**src/rtl/mbx_pkg.sv**
```systemverilog
package mbx_pkg;
   localparam int unsigned MAP_W = 5;
   localparam logic [4:0] OFS_FLAG  = 5'h0F;
   localparam logic [4:0] OFS_STAT0 = 5'h10;
   localparam logic [4:0] OFS_STAT1 = 5'h11;
   localparam logic [4:0] OFS_CCTRL = 5'h12;
   localparam logic [4:0] OFS_HCTRL = 5'h13;
   localparam logic [4:0] OFS_CEN0  = 5'h14;
   localparam logic [4:0] OFS_CEN1  = 5'h15;
   localparam logic [4:0] OFS_HEN0  = 5'h16;
   localparam logic [4:0] OFS_HEN1  = 5'h17;
   localparam int unsigned CB_STATUS = 7;
   localparam int unsigned CB_MASK   = 1;
   localparam int unsigned CB_SEND   = 0;

   typedef struct packed {
      logic       we;
      logic [4:0] ofs;
      logic [7:0] d;
   } mbx_wr_t;
endpackage

```
**src/rtl/mbx_w1c_byte.sv**
```systemverilog
module mbx_w1c_byte #(
   parameter int WIDTH    = 8,
   parameter bit SET_WINS = 1'b1
) (
   input  logic             clk,
   input  logic             rst_n,
   input  logic [WIDTH-1:0] set_i,
   input  logic [WIDTH-1:0] clr_i,
   output logic [WIDTH-1:0] q_o
);
   for (genvar b = 0; b < WIDTH; b++) begin : g_bit
      logic nxt;
      if (SET_WINS) begin : g_set_wins
         assign nxt = set_i[b] | (q_o[b] & ~clr_i[b]);
      end else begin : g_clr_wins
         assign nxt = (set_i[b] | q_o[b]) & ~clr_i[b];
      end
      always_ff @(posedge clk or negedge rst_n) begin
         if (!rst_n) q_o[b] <= 1'b0;
         else        q_o[b] <= nxt;
      end
   end
endmodule

```
**src/rtl/mbx_ctrl_reg.sv**
```systemverilog
module mbx_ctrl_reg
   import mbx_pkg::*;
#(
   parameter bit SET_WINS = 1'b1
) (
   input  logic       clk,
   input  logic       rst_n,
   input  logic       wr_i,
   input  logic [7:0] wdata_i,
   input  logic       ring_i,
   output logic [7:0] q_o,
   output logic       send_o
);
   logic stat_q;
   logic mask_q;

   mbx_w1c_byte #(.WIDTH(1), .SET_WINS(SET_WINS)) u_stat (
      .clk   (clk),
      .rst_n (rst_n),
      .set_i (ring_i),
      .clr_i (wr_i & wdata_i[CB_STATUS]),
      .q_o   (stat_q)
   );

   always_ff @(posedge clk or negedge rst_n) begin
      if (!rst_n)    mask_q <= 1'b0;
      else if (wr_i) mask_q <= wdata_i[CB_MASK];
   end

   assign send_o = wr_i & wdata_i[CB_SEND];

   always_comb begin
      q_o              = '0;
      q_o[CB_STATUS]   = stat_q;
      q_o[CB_MASK]     = mask_q;
   end
endmodule

```
**src/rtl/mbx_rd_port.sv**
```systemverilog
module mbx_rd_port
   import mbx_pkg::*;
#(
   parameter int DATA_REGS = 15
) (
   input  logic                   clk,
   input  logic                   rst_n,
   input  logic                   rd_i,
   input  logic                   hit_i,
   input  logic [4:0]             ofs_i,
   input  logic [DATA_REGS*8-1:0] data_i,
   input  logic [7:0]             flag_i,
   input  logic [7:0]             stat0_i,
   input  logic [7:0]             stat1_i,
   input  logic [7:0]             cctrl_i,
   input  logic [7:0]             hctrl_i,
   input  logic [7:0]             cen0_i,
   input  logic [7:0]             cen1_i,
   input  logic [7:0]             hen0_i,
   input  logic [7:0]             hen1_i,
   output logic [7:0]             rdata_o
);
   logic [7:0] sel;

   always_comb begin
      sel = '0;
      if (hit_i) begin
         for (int i = 0; i < DATA_REGS; i++) begin
            if (ofs_i == 5'(i)) sel = data_i[i*8 +: 8];
         end
         case (ofs_i)
            OFS_FLAG:  sel = flag_i;
            OFS_STAT0: sel = stat0_i;
            OFS_STAT1: sel = stat1_i;
            OFS_CCTRL: sel = cctrl_i;
            OFS_HCTRL: sel = hctrl_i;
            OFS_CEN0:  sel = cen0_i;
            OFS_CEN1:  sel = cen1_i;
            OFS_HEN0:  sel = hen0_i;
            OFS_HEN1:  sel = hen1_i;
            default:   ;
         endcase
      end
   end

   always_ff @(posedge clk or negedge rst_n) begin
      if (!rst_n)    rdata_o <= '0;
      else if (rd_i) rdata_o <= sel;
   end
endmodule

```
**src/rtl/mbx_irq_gen.sv**
```systemverilog
module mbx_irq_gen
   import mbx_pkg::*;
(
   input  logic       clk,
   input  logic       rst_n,
   input  logic [7:0] stat0_i,
   input  logic [7:0] stat1_i,
   input  logic [7:0] en0_i,
   input  logic [7:0] en1_i,
   input  logic [7:0] ctrl_i,
   output logic       irq_o
);
   logic lvl;
   assign lvl = (|(stat0_i & en0_i)) | (|(stat1_i & en1_i))
              | (ctrl_i[CB_STATUS] & ~ctrl_i[CB_MASK]);

   always_ff @(posedge clk or negedge rst_n) begin
      if (!rst_n) irq_o <= 1'b0;
      else        irq_o <= lvl;
   end
endmodule

```
**src/rtl/mbox_doorbell_regs.sv**
```systemverilog
module mbox_doorbell_regs
   import mbx_pkg::*;
#(
   parameter int ADDR_W    = 5,
   parameter int DATA_REGS = 15,
   parameter bit SET_WINS  = 1'b1
) (
   input  logic              clk,
   input  logic              rst_n,
   input  logic [ADDR_W-1:0] host_addr,
   input  logic [7:0]        host_wdata,
   input  logic              host_wr,
   input  logic              host_rd,
   output logic [7:0]        host_rdata,
   input  logic [ADDR_W-1:0] ctl_addr,
   input  logic [7:0]        ctl_wdata,
   input  logic              ctl_wr,
   input  logic              ctl_rd,
   output logic [7:0]        ctl_rdata,
   output logic              host_irq,
   output logic              ctl_irq
);
   localparam int DATA_W = DATA_REGS * 8;

   if (ADDR_W < int'(MAP_W)) begin : g_bad_addr
      $error("ADDR_W must cover the 5-bit register map");
   end
   if (DATA_REGS < 1 || DATA_REGS > 15) begin : g_bad_depth
      $error("DATA_REGS must lie in 1..15");
   end

   logic    h_hit, c_hit;
   mbx_wr_t hw, cw;

   if (ADDR_W > int'(MAP_W)) begin : g_wide
      assign h_hit = ~|host_addr[ADDR_W-1:MAP_W];
      assign c_hit = ~|ctl_addr[ADDR_W-1:MAP_W];
   end else begin : g_exact
      assign h_hit = 1'b1;
      assign c_hit = 1'b1;
   end

   assign hw = '{we: host_wr & h_hit, ofs: host_addr[4:0], d: host_wdata};
   assign cw = '{we: ctl_wr & c_hit,  ofs: ctl_addr[4:0],  d: ctl_wdata};

   logic [DATA_W-1:0] data_flat;
   logic [7:0] flag_q, stat0_q, stat1_q, cctrl_q, hctrl_q;
   logic [7:0] cen0_q, cen1_q, hen0_q, hen1_q;
   logic       h_send, c_send;

   for (genvar i = 0; i < DATA_REGS; i++) begin : g_data
      logic [7:0] byte_q;
      always_ff @(posedge clk or negedge rst_n) begin
         if (!rst_n)                          byte_q <= '0;
         else if (cw.we && cw.ofs == 5'(i))   byte_q <= cw.d;
         else if (hw.we && hw.ofs == 5'(i))   byte_q <= hw.d;
      end
      assign data_flat[i*8 +: 8] = byte_q;
   end

   always_ff @(posedge clk or negedge rst_n) begin
      if (!rst_n) begin
         flag_q <= '0;
         cen0_q <= '0;
         cen1_q <= '0;
         hen0_q <= '0;
         hen1_q <= '0;
      end else begin
         if (cw.we && cw.ofs == OFS_FLAG) flag_q <= cw.d;
         if (cw.we && cw.ofs == OFS_CEN0) cen0_q <= cw.d;
         if (cw.we && cw.ofs == OFS_CEN1) cen1_q <= cw.d;
         if (hw.we && hw.ofs == OFS_HEN0) hen0_q <= hw.d;
         if (hw.we && hw.ofs == OFS_HEN1) hen1_q <= hw.d;
      end
   end

   mbx_w1c_byte #(.WIDTH(8), .SET_WINS(SET_WINS)) u_stat0 (
      .clk   (clk),
      .rst_n (rst_n),
      .set_i ((cw.we && cw.ofs == OFS_STAT0) ? cw.d : 8'h00),
      .clr_i ((hw.we && hw.ofs == OFS_STAT0) ? hw.d : 8'h00),
      .q_o   (stat0_q)
   );

   mbx_w1c_byte #(.WIDTH(8), .SET_WINS(SET_WINS)) u_stat1 (
      .clk   (clk),
      .rst_n (rst_n),
      .set_i ((cw.we && cw.ofs == OFS_STAT1) ? cw.d : 8'h00),
      .clr_i ((hw.we && hw.ofs == OFS_STAT1) ? hw.d : 8'h00),
      .q_o   (stat1_q)
   );

   mbx_ctrl_reg #(.SET_WINS(SET_WINS)) u_hctrl (
      .clk     (clk),
      .rst_n   (rst_n),
      .wr_i    (hw.we && hw.ofs == OFS_HCTRL),
      .wdata_i (hw.d),
      .ring_i  (c_send),
      .q_o     (hctrl_q),
      .send_o  (h_send)
   );

   mbx_ctrl_reg #(.SET_WINS(SET_WINS)) u_cctrl (
      .clk     (clk),
      .rst_n   (rst_n),
      .wr_i    (cw.we && cw.ofs == OFS_CCTRL),
      .wdata_i (cw.d),
      .ring_i  (h_send),
      .q_o     (cctrl_q),
      .send_o  (c_send)
   );

   mbx_rd_port #(.DATA_REGS(DATA_REGS)) u_host_rd (
      .clk (clk), .rst_n (rst_n), .rd_i (host_rd), .hit_i (h_hit),
      .ofs_i (host_addr[4:0]), .data_i (data_flat), .flag_i (flag_q),
      .stat0_i (stat0_q), .stat1_i (stat1_q), .cctrl_i (cctrl_q),
      .hctrl_i (hctrl_q), .cen0_i (cen0_q), .cen1_i (cen1_q),
      .hen0_i (hen0_q), .hen1_i (hen1_q), .rdata_o (host_rdata)
   );

   mbx_rd_port #(.DATA_REGS(DATA_REGS)) u_ctl_rd (
      .clk (clk), .rst_n (rst_n), .rd_i (ctl_rd), .hit_i (c_hit),
      .ofs_i (ctl_addr[4:0]), .data_i (data_flat), .flag_i (flag_q),
      .stat0_i (stat0_q), .stat1_i (stat1_q), .cctrl_i (cctrl_q),
      .hctrl_i (hctrl_q), .cen0_i (cen0_q), .cen1_i (cen1_q),
      .hen0_i (hen0_q), .hen1_i (hen1_q), .rdata_o (ctl_rdata)
   );

   mbx_irq_gen u_host_irq (
      .clk (clk), .rst_n (rst_n), .stat0_i (stat0_q), .stat1_i (stat1_q),
      .en0_i (hen0_q), .en1_i (hen1_q), .ctrl_i (hctrl_q), .irq_o (host_irq)
   );

   mbx_irq_gen u_ctl_irq (
      .clk (clk), .rst_n (rst_n), .stat0_i (stat0_q), .stat1_i (stat1_q),
      .en0_i (cen0_q), .en1_i (cen1_q), .ctrl_i (cctrl_q), .irq_o (ctl_irq)
   );
endmodule

```
**config.mk**
```make
export PLATFORM = sky130hd
export DESIGN_NAME = mbox_doorbell_regs
export DESIGN_NICKNAME = d
export VERILOG_FILES = /design/src/rtl/mbx_pkg.sv /design/src/rtl/mbx_w1c_byte.sv /design/src/rtl/mbx_ctrl_reg.sv /design/src/rtl/mbx_rd_port.sv /design/src/rtl/mbx_irq_gen.sv /design/src/rtl/mbox_doorbell_regs.sv
export SDC_FILE = /design/constraint.sdc
export NUM_CORES = 1
export LEC_CHECK = 0
export BUFFER_PORTS_ARGS = -buffer_cell sky130_fd_sc_hd__buf_2
export CAP_MARGIN = 25
export CORE_ASPECT_RATIO = 0.75
export CORE_MARGIN = 4
export CORE_UTILIZATION = 45
export DETAILED_ROUTE_END_ITERATION = 16
export SETUP_SLACK_MARGIN = 0.05
export SLEW_MARGIN = 20
export SYNTH_ARGS = -nofsm -noshare
export SYNTH_HDL_FRONTEND = slang
export SYNTH_HIERARCHICAL = 1
export SYNTH_SLANG_ARGS = --single-unit
```
**constraint.sdc**
```tcl
create_clock -name clk -period 1.6 [get_ports clk]
set_input_delay 0.32 -clock clk [delete_from_list [all_inputs] [get_ports clk]]
set_output_delay 0.32 -clock clk [all_outputs]
set_load 0.02 [all_outputs]
```
==> run summary <==
The worst hold slack is 247.8 ps. The number of instances in the placed design came out at 2351. The worst setup path is of the register to register kind.

The first global-routing pass estimated 112700 um of wire. After clock tree synthesis, the clock-pin slew on the worst setup and hold paths is ~100 ps. The total of fill cells in the finished design came out at between 2k and 3k. Ranked by total cell area, the synthesized netlist is headed by sky130_fd_sc_hd__dfrtp_1, sky130_fd_sc_hd__a31oi_1, sky130_fd_sc_hd__o21ai_0, sky130_fd_sc_hd__nor3_1, sky130_fd_sc_hd__mux2_2. The share of cells above drive strength 1 is 0.3662. The clock insertion delay at the later pin of the skew report came out at about 480 ps. The cell with the most instances after synthesis is sky130_fd_sc_hd__dfrtp_1. The initial standard-cell utilization of the core is 0.4552. Summed over all layers, the routed wires come to 80070 um. In the routed design, unresolved DRC markers number 0.

The leakage power is 7.753 nW. The final setup violation count came out at 11. The number of nets in the final layout came out at ~2k. The count of synthesis-stage warnings from yosys came out at 6.

The number of violations reported at the end of detailed-routing iteration 0 is 3229. The biggest fanout along the worst timing path came out at 3. The initial antenna violation count is 3. Registers take roughly 0.005 mm^2.

The largest buffer count on any clock path is 2. The max capacitance violation total came out at 0. For this run, the top clock speed supported by timing is a little over 500 MHz.

TritonCTS built the clock tree. The floorplan step set the die height to 162.0 um. The root cell of the clock tree is sky130_fd_sc_hd__clkbuf_16. The footprint of the multi-input gates is ~0.009 mm^2. The final reports fail on setup timing. The final hold violation count came out at 0. The minimum clock period came out at roughly 2000 ps. The arrival time at the worst endpoint came out at approximately 2300 ps. The max-slew violation count came out at 0. The count of clock tree sinks came out at roughly 200. Relative to the synthesized area, the layout overhead comes to 34.84%. The total number of placement rows came out at 56. The setup slack of the critical path after layout is -353.1 ps. In this run, synthesis inferred 0 flip-flops with an integrated enable. The maximum VDD drop is 0.6866 mV.

The average cell area after synthesis is ~8.3 um^2. The region available for standard cell placement spans about 0.031 mm^2. The final sum of negative setup slack came out at -1580 ps. The measured slew at the worst slew-check pin is about 570 ps.

The data required time at the worst endpoint came out at 1950 ps. Setup repair after global routing could not meet its margin everywhere. The final worst-path cycle share came out at 1.221. The post-detailed-route count of antenna-violating nets is 0.

The path class of the lowest-slack min-delay path is primary input to register. The worst setup path is launched from a register. The part of the Yosys area used for sequential elements came out at 0.3483. Dividing the detail-routed wire length by the instance count gives 33.28 um.

The via count of the first global-routing pass is 15.86k. STA classifies the critical path endpoint as a register. Sorting the synthesized cells by how often they occur yields sky130_fd_sc_hd__dfrtp_1, sky130_fd_sc_hd__o21ai_0, sky130_fd_sc_hd__nor3_1, sky130_fd_sc_hd__a31oi_1, sky130_fd_sc_hd__nand3_1. The share of synthesized flip-flops with an asynchronous set or reset came out at 1.000.

The largest total area in the synthesized netlist belongs to sky130_fd_sc_hd__dfrtp_1. The cell area after technology mapping is 0.01423 mm^2. The number of different library cells used by synthesis comes to 73.

The final RePlAce weighted congestion is about 1.1. The via count of the routed design came out at 17.18k. The number of clock buffers added by TritonCTS is 17. The total routing usage reported by global routing is 0.4508. The non-filler instance count after layout is about 2.4k.

The global route total overflow came out at 0. Once detailed placement completed, the half-perimeter wirelength came to between 50000 and 60000 um. The gate count after technology mapping came out at about 1.7k.

In this run the tightest slew margin relative to its limit is 0.6140. The number of H-tree branching levels came out at 4. The largest net degree at the start of global routing is 47.

The run finished, with violations left. The total power per unit cell area came out at a little over 1000 mW/mm^2. The number of ports placed on the die boundary is 50. The pre-CTS setup slack came out at -800.3 ps. The port buffer count is approximately 50. The number of detailed-routing iterations run before antenna repair came out at 6.

The final worst clock skew came out at around 16 ps. The total of flip-flops plus latches after synthesis came out at between 150 and 200. Dividing the detail-routed via count by the number of cells gives approximately 7.

The die outline width came out at about 210 um. Among all flip-flop cells after synthesis, the most frequent one is sky130_fd_sc_hd__dfrtp_1. The area fraction of the dominant cell type after synthesis is 0.3483. The full die area is 0.03455 mm^2.
routing by layer:
layer / vias to the layer above / GRT usage / part of all wire
li1: 6954 / - / -
met1: 8435 / 0.6698 / 0.41
met2: 1565 / 0.5536 / 0.37
met3: 217 / 0.2533 / 0.19
met4: 9 / 0.1070 / 0.031
met5: - / 0.04023 / 0.0029
power breakdown:
part           switching [mW]  internal (mW)  total [mW]
clock                    2.60           2.16        4.76
sequential               2.41           6.18        8.60
combinational            3.37           2.82        6.19
total                    8.38           11.2        19.6
state kept, by name, indices dropped and copies added, names as in the netlist, 8 cells and up:
register and cells:
u_ctl_rd/rdata_o 8, cen1_q 8, u_stat0/q_o 8, u_stat1/q_o 8, cen0_q 8, g_data.byte_q 120, hen1_q 8, hen0_q 8
u_host_rd/rdata_o 8, flag_q 8
metrics by stage:
| stage | area [um^2] | total power [mW] | utilization |
|---|---|---|---|
| finish | 19180 | 19.55 | 0.6138 |
| global route | 19180 | 19.93 | 0.6137 |
| global placement | 17630 | 13.60 | 0.5642 |
| detailed placement | 17630 | 13.71 | 0.5642 |
| CTS | 18770 | 18.72 | 0.6005 |
| floorplan | 14590 | 9.951 | - |
worst max-delay path, cell delays in order (launching register included):
cell and delay (ps):
sky130_fd_sc_hd__dfrtp_2 470, sky130_fd_sc_hd__mux4_2 500, sky130_fd_sc_hd__a21oi_4 290, sky130_fd_sc_hd__a31oi_4 80, sky130_fd_sc_hd__a2111oi_4 340, sky130_fd_sc_hd__o32ai_2 140
what timing repair did:
item,CTS,global route
cloned,0,5
endpoints found under the setup margin,67,74
hold buffers,1,0
resized for setup,110,67
hold endpoints to repair,31,0
buffers inserted,11,10
pin swaps,57,45
final cells by class:
class,instances,area share
multi-input combinational,1291,0.4709
sequential,198,0.2598
timing repair buffer,440,0.2028
tap,406,0.02648
clock buffer,17,0.02218
clock inverter,15,0.009980
inverter,38,0.007697
antenna,1,0.0001305
cells by family (layout without fill, tap and decap cells):
family                 after synthesis  in the layout  synth area share
multiplexers                        98             98           0.08689
AO/OA/AOI/OAI                      570            570            0.2565
flip-flops                         198            198            0.3483
buffers and inverters              240            510           0.07845
AND/OR/NAND/NOR                    603            605            0.2291
other                                3             19         0.0007915
worst paths after layout:
path / startpoint / endpoint / slack, ps / cells after the start
min in group asynchronous: rst_n / g_data[7].byte_q[7]$_DFFE_PN0P_ / 320 / 2
min: host_rd / u_host_rd/rdata_o[4]$_DFFE_PN0P_ / 250 / 2
min reg2reg: u_host_rd/rdata_o[1]$_DFFE_PN0P_ / u_host_rd/rdata_o[1]$_DFFE_PN0P_ / 550 / 2
max in group asynchronous: rst_n / u_stat1/q_o[3]$_DFF_PN0_ / 630 / 3
max reg2reg: g_data[1].byte_q[7]$_DFFE_PN0P_ / u_host_rd/rdata_o[7]$_DFFE_PN0P_ / -350 / 5
max: g_data[1].byte_q[7]$_DFFE_PN0P_ / u_host_rd/rdata_o[7]$_DFFE_PN0P_ / -350 / 5
layout by cell type, fill, tap and decap left out, types with 9 or more instances in the layout:
cell type                   count
sky130_fd_sc_hd__nor2_2        12
sky130_fd_sc_hd__a221oi_2       9
sky130_fd_sc_hd__o21ai_0      146
sky130_fd_sc_hd__nor3_1       136
sky130_fd_sc_hd__conb_1        18
sky130_fd_sc_hd__buf_12        45
sky130_fd_sc_hd__clkbuf_16     20
sky130_fd_sc_hd__a21oi_2        9
sky130_fd_sc_hd__nor2_1        44
sky130_fd_sc_hd__buf_6         15
sky130_fd_sc_hd__a211oi_1      10
sky130_fd_sc_hd__nand2_1       82
sky130_fd_sc_hd__buf_2         38
sky130_fd_sc_hd__nand3_1      121
sky130_fd_sc_hd__nor3_2         9
sky130_fd_sc_hd__a31oi_1      135
sky130_fd_sc_hd__dfrtp_2       23
sky130_fd_sc_hd__o21ai_1       22
sky130_fd_sc_hd__o211ai_1      14
sky130_fd_sc_hd__mux2_2        48
sky130_fd_sc_hd__inv_1         34
sky130_fd_sc_hd__a21oi_1       56
sky130_fd_sc_hd__a22oi_1       29
sky130_fd_sc_hd__nor2b_1       20
sky130_fd_sc_hd__mux2_4        10
sky130_fd_sc_hd__mux2i_1       20
sky130_fd_sc_hd__and3_1        14
sky130_fd_sc_hd__nand3b_1      12
sky130_fd_sc_hd__or2_2         16
sky130_fd_sc_hd__mux4_2        14
sky130_fd_sc_hd__and2_1        36
sky130_fd_sc_hd__nand2b_1      27
sky130_fd_sc_hd__o22ai_1       11
sky130_fd_sc_hd__buf_4        334
sky130_fd_sc_hd__dfrtp_1      175
sky130_fd_sc_hd__a21o_1        20
sky130_fd_sc_hd__o21ai_2       11
Note: power is estimated with default switching activity, not from simulation.
